<file path="config.mk">
export PLATFORM = sky130hd
export DESIGN_NAME = crc_accum
export DESIGN_NICKNAME = d
export VERILOG_FILES = /design/src/rtl/crc_accum.sv
export SDC_FILE = /design/constraint.sdc
export NUM_CORES = 1
export LEC_CHECK = 0
export BUFFER_PORTS_ARGS = -buffer_cell sky130_fd_sc_hd__buf_2
export CAP_MARGIN = 10
export CORE_ASPECT_RATIO = 0.6
export CORE_MARGIN = 3
export CORE_UTILIZATION = 44
export CTS_CLUSTER_SIZE = 30
export DETAILED_ROUTE_END_ITERATION = 10
export PLACE_DENSITY_LB_ADDON = 0.12
export RECOVER_POWER = 25
export REMOVE_ABC_BUFFERS = 1
export SYNTH_ARGS = -nofsm -noshare
export SYNTH_HDL_FRONTEND = slang
export SYNTH_SLANG_ARGS = --single-unit
</file>
<file path="constraint.sdc">
create_clock -name clk -period 0.8 [get_ports clk]
set_input_delay 0.04 -clock clk [delete_from_list [all_inputs] [get_ports clk]]
set_output_delay 0.04 -clock clk [all_outputs]
set_load 0.02 [all_outputs]
</file>
<file path="src/rtl/crc_accum.sv">
// Running CRC register: advances on accepted bytes, presets after frame end.
module crc_accum #(
  parameter int unsigned CRC_W = 32,
  parameter logic [CRC_W-1:0] PRESET = {CRC_W{1'b1}}
) (
  input  logic             clk,
  input  logic             rst_n,
  input  logic             take,
  input  logic             frame_end,
  input  logic [CRC_W-1:0] crc_next,
  output logic [CRC_W-1:0] crc_q
);
  always_ff @(posedge clk or negedge rst_n) begin
    if (!rst_n)          crc_q <= PRESET;
    else if (take)       crc_q <= frame_end ? PRESET : crc_next;
  end

  // idle cycles leave the register alone
  p_idle_hold_r7: assert property (@(posedge clk) disable iff (!rst_n)
    !take |=> $stable(crc_q));

  // preset present right after a frame end
  p_preset_after_end_r8: assert property (@(posedge clk) disable iff (!rst_n)
    (take && frame_end) |=> (crc_q == PRESET));
endmodule

</file>
==> key figures, run 1 <==
Run status
  – Result of the run: complete, but fails checks
  – Failing checks: setup timing

Synthesis
  – Count of unique library cells instantiated by Yosys: 6
  – Post-synthesis sequential element count: 32
  – Prevailing post-synth register cell: sky130_fd_sc_hd__dfstp_2
  – Post-synthesis sequential area ratio: 63.70%
  – Leading cell types by count after synthesis: sky130_fd_sc_hd__nor2_1 (64), sky130_fd_sc_hd__a21oi_1 (32), sky130_fd_sc_hd__dfstp_2 (32)
  – Post-synth EDFFs: 0
  – Number of warnings issued by yosys: 0
  – Post-synthesis cell area: 1320 um^2
  – Share of Yosys cell area claimed by the top area cell type: between 60 and 70%
  – Asr flop ratio synth: 100.0%
  – Cell type with the largest total area after synthesis: sky130_fd_sc_hd__dfstp_2
  – Avg Inst Size Synth: 9.565 um^2
  – Gate count of the mapped netlist: between 100 and 150
  – Synth area leaders: sky130_fd_sc_hd__dfstp_2 (64%), sky130_fd_sc_hd__nor2_1 (18%), sky130_fd_sc_hd__a21oi_1 (12%)
  – Count leader, synth: sky130_fd_sc_hd__nor2_1

CTS
  – Clock transition at path regs: approximately 60 ps
  – Insertion delay to the later sink of the worst-skew pair: about 270 ps
  – TritonCTS clock tree: built
  – Clk root buf: sky130_fd_sc_hd__clkbuf_8
  – H-tree level count: 2
  – Largest buffer count on any clock path: 2
  – CTS buffer count: 5
  – Number of clock sinks: 32

Global route
  – GRT met2 Usage: roughly a third
  – Pin count of the biggest net entering global routing: 39
  – Met3 capacity usage during global routing: under 10%
  – Vias in the first global route: 1188
  – Fraction of met1 tracks used by global routing: between 20% and 30%
  – Busiest metal layer after global routing: met2
  – GRT Residual Overflow: 0
  – Antenna violations before repair: 0
  – Overall routing resource usage: between 10% and 20%
  – Wire length of the first global-routing pass: 5499 um

Setup path
  – Largest stage delay on the critical path: 550 ps
  – Family with the most delay on the worst path: flip-flops
  – Critical Path Sink Type: output port
  – Crit-path cells: buf_6
  – CP Data Arrival Time: between 900 and 1000 ps
  – Maximum fanout along the worst path: 2
  – Slowest stage cell, crit path: sky130_fd_sc_hd__dfstp_2
  – Crit path buffers/inverters: 1
  – Worst path required time: roughly 760 ps
  – Kind of critical path: reg -> out
  – Crit start category: register

Timing
  – Crit path setup slack, layout: -174.1 ps
  – Slew HR: a little under three quarters
  – Worst slew pin tran: 434.7 ps
  – Post-layout min period: between 900 and 1000 ps
  – Clock Skew: 0 ps
  – F_max: between 1 and 1.5 GHz
  – Share of the cycle needed by the critical path after routing: 121.8%
  – Number of setup violations in the final report: 37
  – Final Hold Viols: 0
  – Final-report max-slew violation count: 0
  – RSZ-0062 raised after global routing: true

Routing
  – Residual antenna-violating net count after detailed routing: 0
  – Detailed-route wire length per cell: ~13 um
  – Post-route DRC: 0
  – Length of the first detailed-routing pass in iterations: 4
  – Vias: around 1.2k
  – Wire length after detailed routing: roughly 3200 um
  – Detail-routed via count per cell: between 4 and 5
  – DRT iter0 DRCs: 63

Place
  – Post-DP HPWL: between 2000 and 2500 um
  – Final weighted congestion in routability-driven placement: a little under 0.8
  – Port Buffer Count: between 60 and 70

Finish
  – Diodes inserted: 0
  – Fraction of final layout cells sized beyond drive strength 1: between 60% and 70%
  – Flip-flop count of the largest register after layout: 32
  – Fill cells: 193
  – Net count of the finished layout: about 250
  – Utilization of the core after routing: around four fifths
  – Register ranked first by flip-flop count: crc_q
  – Multi-input logic area: roughly 460 um^2
  – Synth-to-Final Area Change: 59.53%
  – Reg area: 840.8 um^2
  – Regs by FF count: crc_q: 32 flops

Floorplan
  – Core Box Area: 2680 um^2
  – DIE HEIGHT: between 40 and 50 um
  – Number of standard-cell rows in the floorplan: 14
  – Die Span X: ~77 um
  – Starting density of the core: between 40% and 50%
  – Die area: between 3000 and 4000 um^2
  – Boundary Pins: 68

Pwr
  – Total power density per cell area: between 1500 and 2000 nW/um^2
  – Total power consumption of the routed design: a little over 4 mW
  – Leakage power figure: 0.9425 nW
  – Maximum vdd ir drop: 0.001553 V

Worst hold path
  – Type of the most critical hold path: in -> reg

Flow run
  – Maxcap violations: 0
## repair_timing
item | 4_1_cts | 5_1_grt
setup endpoints to repair | 33 | 58
hold buffers | 1 | 0
pin swaps | 1 | 1
buffers inserted | 2 | 3
resized for setup | 64 | 23
gates cloned | 0 | 0
hold endpoints to repair | 32 | 0
## tightest hold or removal path: cells and delay by family
family / cells / cell delay, ps
buffers and inverters: 1 / 90
AOI/OAI and AO/OA: 1 / 70
and+or+nand+nor: 1 / 80
## kinds of logic (layout without fill, tap and decap cells)
| group | count (synthesis) | count (layout) | share of synthesized area, % |
|---|---|---|---|
| AND/OR/NAND/NOR | 64 | 64 | 18.20 |
| AO/OA/AOI/OAI | 32 | 32 | 12.13 |
| flip-flops | 32 | 32 | 63.70 |
| buffers and inverters | 10 | 85 | 5.971 |
## worst paths after layout
path                                  startpoint               endpoint  slack (ps)  cells after the start
setup / recovery            crc_q[8]$_DFFE_PN1P_               crc_q[8]        -170                      1
hold / removal                      crc_next[30]  crc_q[30]$_DFFE_PN1P_          10                      3
setup reg to reg            crc_q[0]$_DFFE_PN1P_   crc_q[0]$_DFFE_PN1P_        -120                      4
hold reg to reg            crc_q[14]$_DFFE_PN1P_  crc_q[14]$_DFFE_PN1P_         500                      2
max in group asynchronous                  rst_n   crc_q[1]$_DFFE_PN1P_         100                      3
min in group asynchronous                  rst_n  crc_q[19]$_DFFE_PN1P_         660                      3
## metal layers
| layer | wire length [um] | vias up |
|---|---|---|
| met5 | 0 | - |
| met4 | 8 | 0 |
| met3 | 218 | 2 |
| met2 | 1657 | 37 |
| met1 | 1361 | 557 |
| li1 | - | 587 |
## layout make-up
cell class	count	area share (%)
Tap cell	40	2.377
Multi-Input combinational cell	96	21.98
Sequential cell	32	39.93
Clock buffer	8	4.278
Timing Repair Buffer	77	31.43
## layout by cell type (no fill, tap or decap)
| cell | n |
|---|---|
| sky130_fd_sc_hd__buf_12 | 3 |
| sky130_fd_sc_hd__clkbuf_1 | 2 |
| sky130_fd_sc_hd__nor2_2 | 10 |
| sky130_fd_sc_hd__a21oi_2 | 10 |
| sky130_fd_sc_hd__buf_6 | 35 |
| sky130_fd_sc_hd__clkbuf_8 | 6 |
| sky130_fd_sc_hd__buf_2 | 35 |
| sky130_fd_sc_hd__dlygate4sd3_1 | 1 |
| sky130_fd_sc_hd__a21oi_1 | 22 |
| sky130_fd_sc_hd__nor2_1 | 54 |
| sky130_fd_sc_hd__dfstp_2 | 32 |
| sky130_fd_sc_hd__clkbuf_4 | 1 |
| sky130_fd_sc_hd__buf_4 | 2 |
## power by group
group / switching, mW / internal (mW)
registers: 0.102 / 1.85
clock network: 0.529 / 0.701
logic: 0.454 / 0.452
## through the flow
stage          setup TNS [ps]  instances  setup slack [ps]  area, um^2  hold slack [ps]
2_1_floorplan               0        128             3.590        1241           -107.8
3_3_place_gp                0        239             68.89        1707            208.7
3_5_place_dp                0        239             4.948        1707            214.5
4_1_cts                 -5617        250            -180.8        2022           0.3667
5_1_grt                 -6990        253            -203.3        2106            17.67
6_report                -5495        253            -174.1        2106            9.866
Power figures use the tool's default switching activity.
==> run 2, diff against run 1 <==
clock period = 1.1 ns   (was 0.8 ns; I/O delays follow)
==> run 2 against run 1 <==
Effect of this change: non-clock buffer count is 6 lower; core utilization is 12 points lower; power decreased by 32%; critical path depth unchanged; combinational power decreased by 46%; sequential share of layout area increased by 7.1 points; hold slack lost 2.5 ps; the run now ends clean; critical endpoint unchanged.
==> key figures, run 2 (synthesis gave the netlist of run 1 again) <==
Floorplan
  – Number of standard-cell rows in the floorplan: 14 (unchanged)
  – Die area: 3715 um^2 (unchanged)
  – DIE HEIGHT: 48.43 um (unchanged)
  – Starting density of the core: 49.25% (unchanged)
  – Core Box Area: 2680 um^2 (unchanged)
  – Die Span X: 76.71 um (unchanged)
  – Boundary Pins: 68 (unchanged)

Flow run
  – Maxcap violations: 0 (unchanged)

Routing
  – Vias: 1153 (-2.5%)
  – Residual antenna-violating net count after detailed routing: 0 (unchanged)
  – Detail-routed via count per cell: 4.668 (-0.17%)
  – Detailed-route wire length per cell: 12.44 um (-3.0%)
  – Post-route DRC: 0 (unchanged)
  – Length of the first detailed-routing pass in iterations: 4 (unchanged)
  – DRT iter0 DRCs: 61 (-3.2%)
  – Wire length after detailed routing: 3072 um (-5.3%)

Setup path
  – Family with the most delay on the worst path: flip-flops
  – Maximum fanout along the worst path: 2 (unchanged)
  – Critical Path Sink Type: output port
  – Slowest stage cell, crit path: sky130_fd_sc_hd__dfstp_2
  – Endpoint of the most critical register-to-register path: crc_q[5]$_DFFE_PN1P_
  – Crit-path cells: buf_2
  – Crit path buffers/inverters: 1 (unchanged)
  – Number of cells on the worst reg-to-reg path: 2 (-2)
  – CP Data Arrival Time: 980 ps (+50 ps)
  – Kind of critical path: reg -> out
  – Largest stage delay on the critical path: 530 ps (-20 ps)
  – Worst path required time: 1040 ps (+280 ps)
  – Crit start category: register
  – R2R Setup Slk: 290 ps (+410 ps)
  – Startpoint of the worst-slack reg-to-reg timing path: crc_q[5]$_DFFE_PN1P_

Global route
  – Antenna violations before repair: 0 (unchanged)
  – Vias in the first global route: 1120 (-5.7%)
  – Overall routing resource usage: 18.28% (-0.29 points)
  – Pin count of the biggest net entering global routing: 65 (+67%)
  – GRT Residual Overflow: 0 (unchanged)
  – Wire length of the first global-routing pass: 5216 um (-5.1%)

CTS
  – Largest buffer count on any clock path: 2 (unchanged)
  – Resized Gates After CTS: 0 (-100%)
  – Insertion delay to the later sink of the worst-skew pair: 280 ps (about the same)
  – H-tree level count: 2 (unchanged)
  – Clk root buf: sky130_fd_sc_hd__clkbuf_8
  – Clock transition at path regs: 60 ps (about the same)
  – Number of clock sinks: 32 (unchanged)
  – TritonCTS clock tree: built
  – CTS buffer count: 5 (unchanged)

Finish
  – Diodes inserted: 0 (unchanged)
  – Fraction of final layout cells sized beyond drive strength 1: 52.17% (-11 points)
  – Most common cell after layout, fill and taps aside: sky130_fd_sc_hd__buf_2
  – Highest-count cells in the layout ignoring fill and taps: sky130_fd_sc_hd__buf_2 (66), sky130_fd_sc_hd__nor2_1 (64), sky130_fd_sc_hd__a21oi_1 (32), sky130_fd_sc_hd__dfstp_2 (32), sky130_fd_sc_hd__clkbuf_8 (6)
  – Flip-flop count of the largest register after layout: 32 (unchanged)
  – Regs by FF count: crc_q: 32 flops
  – Synth-to-Final Area Change: 35.36%
  – Register ranked first by flip-flop count: crc_q
  – Net count of the finished layout: 242 (-2.4%)

Pwr
  – Total power consumption of the routed design: 2.794 mW (-32%)
  – Maximum vdd ir drop: 0.0009746 V (-37%)
  – Leakage power figure: 0.8120 nW (-14%)
  – Total power density per cell area: 1564 nW/um^2 (-19%)

Worst hold path
  – Sink of the worst hold path: crc_q[3]$_DFFE_PN1P_
  – Cell depth of the worst min-delay path: 3 (unchanged)
  – Type of the most critical hold path: in -> reg
  – Start point of the worst hold path: crc_next[3]

Timing
  – Setup tns final: 0 ps (+5495 ps)
  – Crit path setup slack, layout: 66.64 ps (+240.8 ps)
  – F_max: 0.9677 GHz
  – Final-report max-slew violation count: 0 (unchanged)
  – Final Hold Viols: 0 (unchanged)
  – Slew HR: 70.87% (-0.15 points)
  – Number of setup violations in the final report: 0 (-100%)
  – Post-layout min period: just over 1000 ps
  – Worst slew pin tran: 437.0 ps (+2.253 ps)
  – Share of the cycle needed by the critical path after routing: between 90% and 100%
  – RSZ-0062 raised after global routing: false
  – Clock Skew: 0 ps (unchanged)

Place
  – Port Buffer Count: 67 (unchanged)
  – Post-DP HPWL: 2173 um (+1.3%)
  – Pre-CTS WS: 288.5 ps (+283.5 ps)
  – Final weighted congestion in routability-driven placement: 0.7589 (-4.1%)

Run status
  – Result of the run: finished, final reports clean
[run 2: routing by layer]
metal  track usage [%]  routed length [um]  vias to the layer above
met5                 0                   0                        -
met4             10.24                  74                        0
met3             6.667                 222                        9
met2             29.91                1481                       42
met1             20.89                1293                      521
li1                  -                   -                      581
[run 2: stage by stage]
| stage | utilization, % | cells | cell area [um^2] | hold WS, ps |
|---|---|---|---|---|
| 2_1_floorplan | - | 128 | 1241 | -92.84 |
| 3_3_place_gp | 62.93 | 238 | 1687 | 286.6 |
| 3_5_place_dp | 62.93 | 238 | 1687 | 298.6 |
| 4_1_cts | 66.67 | 247 | 1787 | 3.226 |
| 5_1_grt | 66.67 | 247 | 1787 | 15.98 |
| 6_report | 66.67 | 247 | 1787 | 7.415 |
[run 2: final cells by class]
| cell class | instances | area (um^2) |
|---|---|---|
| Fill cell | 224 | 893.4 |
| Timing Repair Buffer | 71 | 405.4 |
| Multi-Input combinational cell | 96 | 400.4 |
| Clock buffer | 8 | 90.09 |
| Sequential cell | 32 | 840.8 |
| Tap cell | 40 | 50.05 |
[run 2: worst reg2reg max path: cells and delay by family (launching register included)]
kind,cells,cell delay [ps]
DFF,1,540
and+or+nand+nor,1,40
AOI/OAI and AO/OA,1,160
[run 2: where the power goes]
part	switching, mW	total (mW)	internal, mW
logic	0.305	0.488	0.184
clock network	0.408	0.918	0.509
registers	0.0464	1.39	1.34
[run 2: how the worst max path moves through the flow]
| stage | startpoint | end | slack, ps | cells after the start |
|---|---|---|---|---|
| after floorplan | crc_q[29]$_DFFE_PN1P_ | crc_q[29]$_DFFE_PN1P_ | 300 | 2 |
| after global placement | crc_q[21]$_DFFE_PN1P_ | crc_q[21]$_DFFE_PN1P_ | 360 | 2 |
| after detailed placement | crc_q[4]$_DFFE_PN1P_ | crc_q[4]$_DFFE_PN1P_ | 290 | 2 |
| after CTS | crc_q[8]$_DFFE_PN1P_ | crc_q[8] | 60 | 1 |
| after global routing | crc_q[5]$_DFFE_PN1P_ | crc_q[5] | 30 | 1 |
| final | crc_q[8]$_DFFE_PN1P_ | crc_q[8] | 70 | 1 |
[run 2: what timing repair did]
item,in CTS,in global routing
endpoints found under the hold margin,10,0
setup endpoints to repair,0,0
hold buffers,1,0
setup buffers,0,0
